[config.mk]
export PLATFORM = sky130hd
export DESIGN_NAME = mux_dram_sys
export DESIGN_NICKNAME = d
export VERILOG_FILES = /design/src/rtl/dram_pkg.sv /design/src/rtl/dram_refresh_timer.sv /design/src/rtl/dram_array.sv /design/src/rtl/dram_ctrl.sv /design/src/rtl/mux_dram_sys.sv
export SDC_FILE = /design/constraint.sdc
export NUM_CORES = 1
export LEC_CHECK = 0
export BUFFER_PORTS_ARGS = -buffer_cell sky130_fd_sc_hd__buf_2
export CAP_MARGIN = 5
export CORE_MARGIN = 2
export CORE_UTILIZATION = 55
export DETAILED_ROUTE_END_ITERATION = 10
export PLACE_DENSITY = 0.8
export RECOVER_POWER = 50
export SLEW_MARGIN = 40
export SYNTH_ARGS = -nofsm -noshare
export SYNTH_HDL_FRONTEND = slang
export SYNTH_SLANG_ARGS = --single-unit
export TNS_END_PERCENT = 100
[constraint.sdc]
create_clock -name clk -period 1.8 [get_ports clk]
set_input_delay 0.36 -clock clk [delete_from_list [all_inputs] [get_ports clk]]
set_output_delay 0.36 -clock clk [all_outputs]
set_load 0.005 [all_outputs]
[src/rtl/dram_pkg.sv]
package dram_pkg;

  typedef enum logic [2:0] {
    ST_IDLE,
    ST_ROW,
    ST_COL,
    ST_DATA,
    ST_PRE,
    ST_REF
  } ctrl_state_e;

endpackage

[src/rtl/dram_refresh_timer.sv]
module dram_refresh_timer #(
  parameter int PERIOD = 64,
  parameter int ROW_AW = 2
) (
  input  logic              clk,
  input  logic              rst_n,
  input  logic              ack,
  output logic              pending,
  output logic [ROW_AW-1:0] next_row
);

  localparam int CW = (PERIOD > 2) ? $clog2(PERIOD) : 1;

  logic [CW-1:0] tick_cnt;
  logic          tick;

  assign tick = (tick_cnt == CW'(PERIOD - 1));

  always_ff @(posedge clk or negedge rst_n) begin
    if (!rst_n) begin
      tick_cnt <= '0;
    end else if (tick) begin
      tick_cnt <= '0;
    end else begin
      tick_cnt <= tick_cnt + 1'b1;
    end
  end

  always_ff @(posedge clk or negedge rst_n) begin
    if (!rst_n) begin
      pending <= 1'b0;
    end else begin
      pending <= tick | (pending & ~ack);
    end
  end

  always_ff @(posedge clk or negedge rst_n) begin
    if (!rst_n) begin
      next_row <= '0;
    end else if (ack) begin
      next_row <= next_row + 1'b1;
    end
  end

endmodule

[src/rtl/dram_array.sv]
module dram_array #(
  parameter int CELL_W = 8,
  parameter int ROW_AW = 2,
  parameter int COL_AW = 2,
  parameter int BUS_W  = 2
) (
  input  logic              clk,
  input  logic              rst_n,
  input  logic [BUS_W-1:0]  bus_addr,
  input  logic              row_stb,
  input  logic              col_stb,
  input  logic              col_we,
  input  logic [CELL_W-1:0] col_wdata,
  input  logic              precharge,
  output logic [CELL_W-1:0] rdata
);

  localparam int ROWS = 1 << ROW_AW;
  localparam int COLS = 1 << COL_AW;

  typedef logic [COLS-1:0][CELL_W-1:0] row_t;

  row_t              row_view [ROWS];
  row_t              rbuf;
  logic [ROW_AW-1:0] open_row;
  logic [ROW_AW-1:0] row_sel;
  logic [COL_AW-1:0] col_sel;

  assign row_sel = bus_addr[ROW_AW-1:0];
  assign col_sel = bus_addr[COL_AW-1:0];

  // One register bank per row; written back only on precharge of that row.
  for (genvar r = 0; r < ROWS; r++) begin : g_row
    row_t cells_q;

    always_ff @(posedge clk or negedge rst_n) begin
      if (!rst_n) begin
        cells_q <= '0;
      end else if (precharge && (open_row == ROW_AW'(r))) begin
        cells_q <= rbuf;
      end
    end

    assign row_view[r] = cells_q;
  end

  always_ff @(posedge clk or negedge rst_n) begin
    if (!rst_n) begin
      rbuf     <= '0;
      open_row <= '0;
    end else if (row_stb) begin
      rbuf     <= row_view[row_sel];
      open_row <= row_sel;
    end else if (col_stb && col_we) begin
      rbuf[col_sel] <= col_wdata;
    end
  end

  always_ff @(posedge clk or negedge rst_n) begin
    if (!rst_n) begin
      rdata <= '0;
    end else if (col_stb) begin
      rdata <= rbuf[col_sel];
    end
  end

endmodule

[src/rtl/dram_ctrl.sv]
module dram_ctrl
  import dram_pkg::*;
#(
  parameter int CELL_W = 8,
  parameter int ROW_AW = 2,
  parameter int COL_AW = 2,
  parameter int BUS_W  = 2,
  parameter int GAP    = 1
) (
  input  logic                     clk,
  input  logic                     rst_n,
  input  logic                     req_valid,
  output logic                     req_ready,
  input  logic                     req_write,
  input  logic [ROW_AW+COL_AW-1:0] req_addr,
  input  logic [CELL_W-1:0]        req_wdata,
  input  logic                     ref_pending,
  input  logic [ROW_AW-1:0]        ref_row,
  output logic                     ref_ack,
  output logic [BUS_W-1:0]         bus_addr,
  output logic                     row_stb,
  output logic                     col_stb,
  output logic                     col_we,
  output logic [CELL_W-1:0]        col_wdata,
  output logic                     precharge,
  output logic                     rd_valid,
  output logic                     refresh_active
);

  localparam int ADDR_W = ROW_AW + COL_AW;
  localparam int GW     = $clog2(GAP + 1);

  ctrl_state_e       state;
  logic [ROW_AW-1:0] row_q;
  logic [COL_AW-1:0] col_q;
  logic              we_q;
  logic [CELL_W-1:0] wdata_q;
  logic [GW-1:0]     gap_cnt;
  logic              accept;

  assign req_ready = (state == ST_IDLE) && !ref_pending;
  assign ref_ack   = (state == ST_IDLE) && ref_pending;
  assign accept    = req_valid && req_ready;

  always_ff @(posedge clk or negedge rst_n) begin
    if (!rst_n) begin
      state   <= ST_IDLE;
      row_q   <= '0;
      col_q   <= '0;
      we_q    <= 1'b0;
      wdata_q <= '0;
      gap_cnt <= '0;
    end else begin
      case (state)
        ST_IDLE: begin
          gap_cnt <= '0;
          if (ref_pending) begin
            row_q <= ref_row;
            state <= ST_REF;
          end else if (accept) begin
            row_q   <= req_addr[ADDR_W-1 -: ROW_AW];
            col_q   <= req_addr[COL_AW-1:0];
            we_q    <= req_write;
            wdata_q <= req_wdata;
            state   <= ST_ROW;
          end
        end
        ST_ROW: begin
          if (gap_cnt == GW'(GAP)) begin
            state <= ST_COL;
          end else begin
            gap_cnt <= gap_cnt + 1'b1;
          end
        end
        ST_COL:  state <= ST_DATA;
        ST_DATA: state <= ST_PRE;
        ST_REF:  state <= ST_PRE;
        ST_PRE:  state <= ST_IDLE;
        default: state <= ST_IDLE;
      endcase
    end
  end

  always_comb begin
    bus_addr = '0;
    if (state == ST_ROW || state == ST_REF) begin
      bus_addr = BUS_W'(row_q);
    end else if (state == ST_COL) begin
      bus_addr = BUS_W'(col_q);
    end
  end

  assign row_stb        = ((state == ST_ROW) && (gap_cnt == '0)) || (state == ST_REF);
  assign col_stb        = (state == ST_COL);
  assign col_we         = we_q;
  assign col_wdata      = wdata_q;
  assign precharge      = (state == ST_PRE);
  assign rd_valid       = (state == ST_DATA) && !we_q;
  assign refresh_active = (state == ST_REF);

endmodule

[src/rtl/mux_dram_sys.sv]
module mux_dram_sys #(
  parameter int CELL_W         = 8,
  parameter int ROW_AW         = 2,
  parameter int COL_AW         = 2,
  parameter int REFRESH_PERIOD = 64,
  parameter int GAP            = 1
) (
  input  logic                                        clk,
  input  logic                                        rst_n,
  input  logic                                        req_valid,
  output logic                                        req_ready,
  input  logic                                        req_write,
  input  logic [ROW_AW+COL_AW-1:0]                    req_addr,
  input  logic [CELL_W-1:0]                           req_wdata,
  output logic                                        rd_valid,
  output logic [CELL_W-1:0]                           rd_data,
  output logic [((ROW_AW > COL_AW) ? ROW_AW : COL_AW)-1:0] dram_addr,
  output logic                                        row_strobe,
  output logic                                        col_strobe,
  output logic                                        refresh_active
);

  localparam int BUS_W = (ROW_AW > COL_AW) ? ROW_AW : COL_AW;

  logic              ref_pending;
  logic              ref_ack;
  logic [ROW_AW-1:0] ref_row;
  logic              col_we;
  logic [CELL_W-1:0] col_wdata;
  logic              precharge;

  dram_refresh_timer #(
    .PERIOD (REFRESH_PERIOD),
    .ROW_AW (ROW_AW)
  ) u_refresh (
    .clk      (clk),
    .rst_n    (rst_n),
    .ack      (ref_ack),
    .pending  (ref_pending),
    .next_row (ref_row)
  );

  dram_ctrl #(
    .CELL_W (CELL_W),
    .ROW_AW (ROW_AW),
    .COL_AW (COL_AW),
    .BUS_W  (BUS_W),
    .GAP    (GAP)
  ) u_ctrl (
    .clk            (clk),
    .rst_n          (rst_n),
    .req_valid      (req_valid),
    .req_ready      (req_ready),
    .req_write      (req_write),
    .req_addr       (req_addr),
    .req_wdata      (req_wdata),
    .ref_pending    (ref_pending),
    .ref_row        (ref_row),
    .ref_ack        (ref_ack),
    .bus_addr       (dram_addr),
    .row_stb        (row_strobe),
    .col_stb        (col_strobe),
    .col_we         (col_we),
    .col_wdata      (col_wdata),
    .precharge      (precharge),
    .rd_valid       (rd_valid),
    .refresh_active (refresh_active)
  );

  dram_array #(
    .CELL_W (CELL_W),
    .ROW_AW (ROW_AW),
    .COL_AW (COL_AW),
    .BUS_W  (BUS_W)
  ) u_array (
    .clk       (clk),
    .rst_n     (rst_n),
    .bus_addr  (dram_addr),
    .row_stb   (row_strobe),
    .col_stb   (col_strobe),
    .col_we    (col_we),
    .col_wdata (col_wdata),
    .precharge (precharge),
    .rdata     (rd_data)
  );

endmodule

==> impl_summary.md <==
Run status
The run finished, with violations left. The final reports fail on setup timing.

Clocking
Clock tree synthesis found a total of 196 sinks. The deepest clock path buffer count is 2. The later-pin clock latency in the skew report is 0.45 ns.

Clock-pin slew was measured on the worst setup and hold paths at 0.08 ns. Clock tree synthesis inserted a total of 17 buffers. The cell chosen for the clock root is sky130_fd_sc_hd__clkbuf_16. The clock tree synthesis step divided the H-tree into 4 levels.

The TritonCTS clock tree is yes.

Logic synthesis
The proportion of netlist area held by the largest area contributor is 0.539. After synthesis, the netlist uses 45 different library cells. In this run the cell area of the synthesized design comes to 9090 sq um.

The count of warnings emitted by yosys is 0. The flip-flop and latch count after synthesis is 196. The share of the Yosys chip area taken by registers is 0.539. The synthesized instance count is 762. Counting flops with an async set or reset pin after synthesis yields a share of 1.00. Counting every net in the synthesized netlist gives 779.

The most common flop cell mapped by yosys is sky130_fd_sc_hd__dfrtp_1. The average instance in the mapped netlist occupies 11.9 sq um. Yosys mapped a number of flops with a built-in enable equal to 0. Ranked by total cell area, the synthesized netlist is headed by sky130_fd_sc_hd__dfrtp_1 54%, sky130_fd_sc_hd__mux2_2 17%, sky130_fd_sc_hd__nand3_1 2.9%, sky130_fd_sc_hd__o21ai_0 2.8%, sky130_fd_sc_hd__a21oi_1 2.6%.

The largest total area in the synthesized netlist belongs to sky130_fd_sc_hd__dfrtp_1.

Critical path
The cell family contributing the most delay on the critical path is simple AND/OR/NAND/NOR gates. The critical path required time is 2.13 ns. The nature of the critical path endpoint is a flop.

The critical path buffer and inverter count is 3. The critical path goes through buf_4 > nor3b_4 > nor3b_4 > buf_6 > clkbuf_16 > mux2_2. The critical-path cell with the highest stage delay is sky130_fd_sc_hd__dfrtp_2. The classification of the worst setup path is flop to flop. The cell repeated most along the worst path is sky130_fd_sc_hd__nor3b_4. Along the worst path, the maximum fanout reaches 8. The data arrival time of the critical path is 2.37 ns. The element type at the critical path start is a flop.

The maximum single-stage delay on the critical path is 0.47 ns.

Finish
The final cell count without fillers is 1087. In the final layout, the share of cells above drive strength 1 is 0.446. Compared with the post-synthesis result, the final layout area differs by 27.4%. The final design area excluding fillers is 11600 sq um. The number of nets at the end of the flow is 872.

The antenna diode count is 0. The final standard cell utilization of the core is 0.709.

Timing
The number of failing hold endpoints at the final stage is 0. The post-route worst setup slack is -0.241 ns. Setup repair after global routing could not meet its margin everywhere. At the pin with the least slew margin, the transition time is 1.06 ns. Setup violations remaining at the end of the flow were counted as 131.

The relative max-transition margin is 0.293. The number of pins with negative max-slew slack in the final report was 0. The largest clock skew in the final design is 0.0110 ns. For the finished layout, the period the worst path requires is 2.04 ns. The tightest hold path in the finished design has a slack of 0.142 ns. The upper clock frequency limit is 490 MHz. Dividing the final minimum period by the clock period gives 1.13.

Placement
At the placement stage, the worst setup path has a slack of -0.131 ns. Summed over all nets, the half-perimeter wirelength after detailed placement is 14700 um. The instance area at placement is 9910 sq um. The final RePlAce weighted congestion is 0.873.

In this run, placement finished with an instance count of 1008. Input and output buffers added on the ports amount to 30.

Pwr
The static leakage power is 0.00516 uW. The power per unit of standard cell area is 1750 nW/um^2. The maximum vdd drop is 1.03 mV.

Die
The core footprint is 16300 sq um. The vertical die dimension is 133 um. In this run the count of I/O pins placed on the die edge is 31. The floorplan has 47 rows. The floorplan step defined a die boundary enclosing 17600 sq um.

For this configuration, the core starts out at a cell density of 0.556. The die is 133 um wide.

Global routing
The number of global-route vias before repair came to 7291. The initial antenna violation count is 0. Entering global routing, the biggest net connects 45 pins.

The wire length of the first global-routing pass is 39900 um. Summed over all layers, the global routing overflow is 0. The overall global routing resource usage is 0.294.

Min path
The worst hold path belongs to the class input pin to flop.

Job
Max-cap violations in this run came to 0.

Detailed routing
The detailed router finished its first iteration with 1097 violations. Once detail routing completed, the nets flagged for antenna violations numbered 0. The overall via count from detail_route is 7531. The average routed wire per standard cell is 27.4 um. For this block, the routed nets add up to 29700 um of wire.

The first-pass detailed-route iteration total is 9. After detailed routing, the number of remaining DRC violations is 0. The post-detailed-route via-to-cell ratio is 6.93.
-- what timing repair did --
action                                  in CTS  in global routing
hold endpoints to repair                    36                  0
cloned                                       1                 15
hold buffers                                 1                  0
pin swaps                                   11                 20
endpoints found under the setup margin      66                184
resized for setup                           69                114
buffers inserted                            17                 17
-- final timing paths --
path / start / to / slack (ns) / cells past startpoint
min: req_wdata[3] / u_ctrl.col_wdata[3]$_DFFE_PN0P_ / 0.14 / 2
max reg2reg: u_ctrl.state[0]$_DFFE_PN0P_ / u_array.g_row[0].cells_q[0]$_DFFE_PN0P_ / -0.24 / 6
max: u_ctrl.state[0]$_DFFE_PN0P_ / u_array.g_row[0].cells_q[0]$_DFFE_PN0P_ / -0.24 / 6
min reg2reg: u_refresh.tick_cnt[4]$_DFF_PN0_ / u_refresh.tick_cnt[4]$_DFF_PN0_ / 0.48 / 1
min in group asynchronous: rst_n / u_array.g_row[0].cells_q[10]$_DFFE_PN0P_ / 0.64 / 2
max in group asynchronous: rst_n / u_array.rbuf[7]$_DFFE_PN0P_ / 0.21 / 3
-- state kept, by name (all words and copies together), names as in the netlist --
register,flops
u_array.g_row.cells_q,128
u_array.open_row,2
u_array.rbuf,32
u_array.rdata,8
u_ctrl.col_q,2
u_ctrl.col_wdata,8
u_ctrl.col_we,1
u_ctrl.gap_cnt,1
u_ctrl.row_q,2
u_ctrl.state,3
u_refresh.next_row,2
u_refresh.pending,1
u_refresh.tick_cnt,6
-- power by group --
part           switching, uW  internal (uW)  total (uW)
clock                   1770           1860        3630
sequential              1850           6220        8070
combinational           4260           4350        8610
-- per-stage QoR --
step,TNS [ns],total power (uW)
CTS,-7.43,18600
finish,-14.41,20300
floorplan,0,11600
detailed placement,-1.62,14200
global placement,-0.195,13800
global route,-22.32,21000
-- cells by family (layout without fill, tap and decap cells) --
group	count (synthesis)	count (layout)	synth area share
AOI/OAI and AO/OA	203	203	0.144
xor gates and xnor gates	6	6	0.00578
adders and majority gates	1	1	0.00138
buffers and inverters	60	165	0.0307
DFF	196	196	0.539
muxes	157	157	0.192
and+or+nand+nor	139	139	0.0864
-- metal layers --
layer  up-vias  part of all wire  GRT usage
met5         -                 0          0
met4         0             0.069      0.158
met3       197              0.10     0.0605
met2       569              0.48      0.482
met1      3738              0.35      0.368
li1       3027                 -          -
-- cell type report --
class	instances	area, sq um
flip-flops and latches	196	4910
fillers	1025	4760
inverters	3	23.8
clock buffers	19	453
clock inverters	12	101
well taps	220	275
multi-input cells	506	4350
repair buffers	131	1470
-- cells in the mapped netlist (all sizes together) (23+ instances only) --
cell type,number
clkbuf,25
nand2,30
o32a,23
mux2,140
buf,32
and3,26
o21ai,60
nand3,52
o21a,23
a211oi,27
dfrtp,196
a21oi,48
-- cell usage in the layout, fill, tap and decap left out, types with 8 or more instances in the layout --
cell,n
sky130_fd_sc_hd__a211oi_1,24
sky130_fd_sc_hd__a21oi_1,42
sky130_fd_sc_hd__and3_1,25
sky130_fd_sc_hd__buf_12,19
sky130_fd_sc_hd__buf_2,27
sky130_fd_sc_hd__buf_4,37
sky130_fd_sc_hd__buf_6,33
sky130_fd_sc_hd__clkbuf_16,25
sky130_fd_sc_hd__dfrtp_1,192
sky130_fd_sc_hd__mux2_2,140
sky130_fd_sc_hd__mux2i_1,12
sky130_fd_sc_hd__nand2_1,23
sky130_fd_sc_hd__nand3_1,43
sky130_fd_sc_hd__o211ai_1,8
sky130_fd_sc_hd__o21a_1,23
sky130_fd_sc_hd__o21ai_0,13
sky130_fd_sc_hd__o21ai_1,18
sky130_fd_sc_hd__o21ai_2,25
sky130_fd_sc_hd__o32a_1,23
Note: power is estimated with default switching activity, not from simulation.
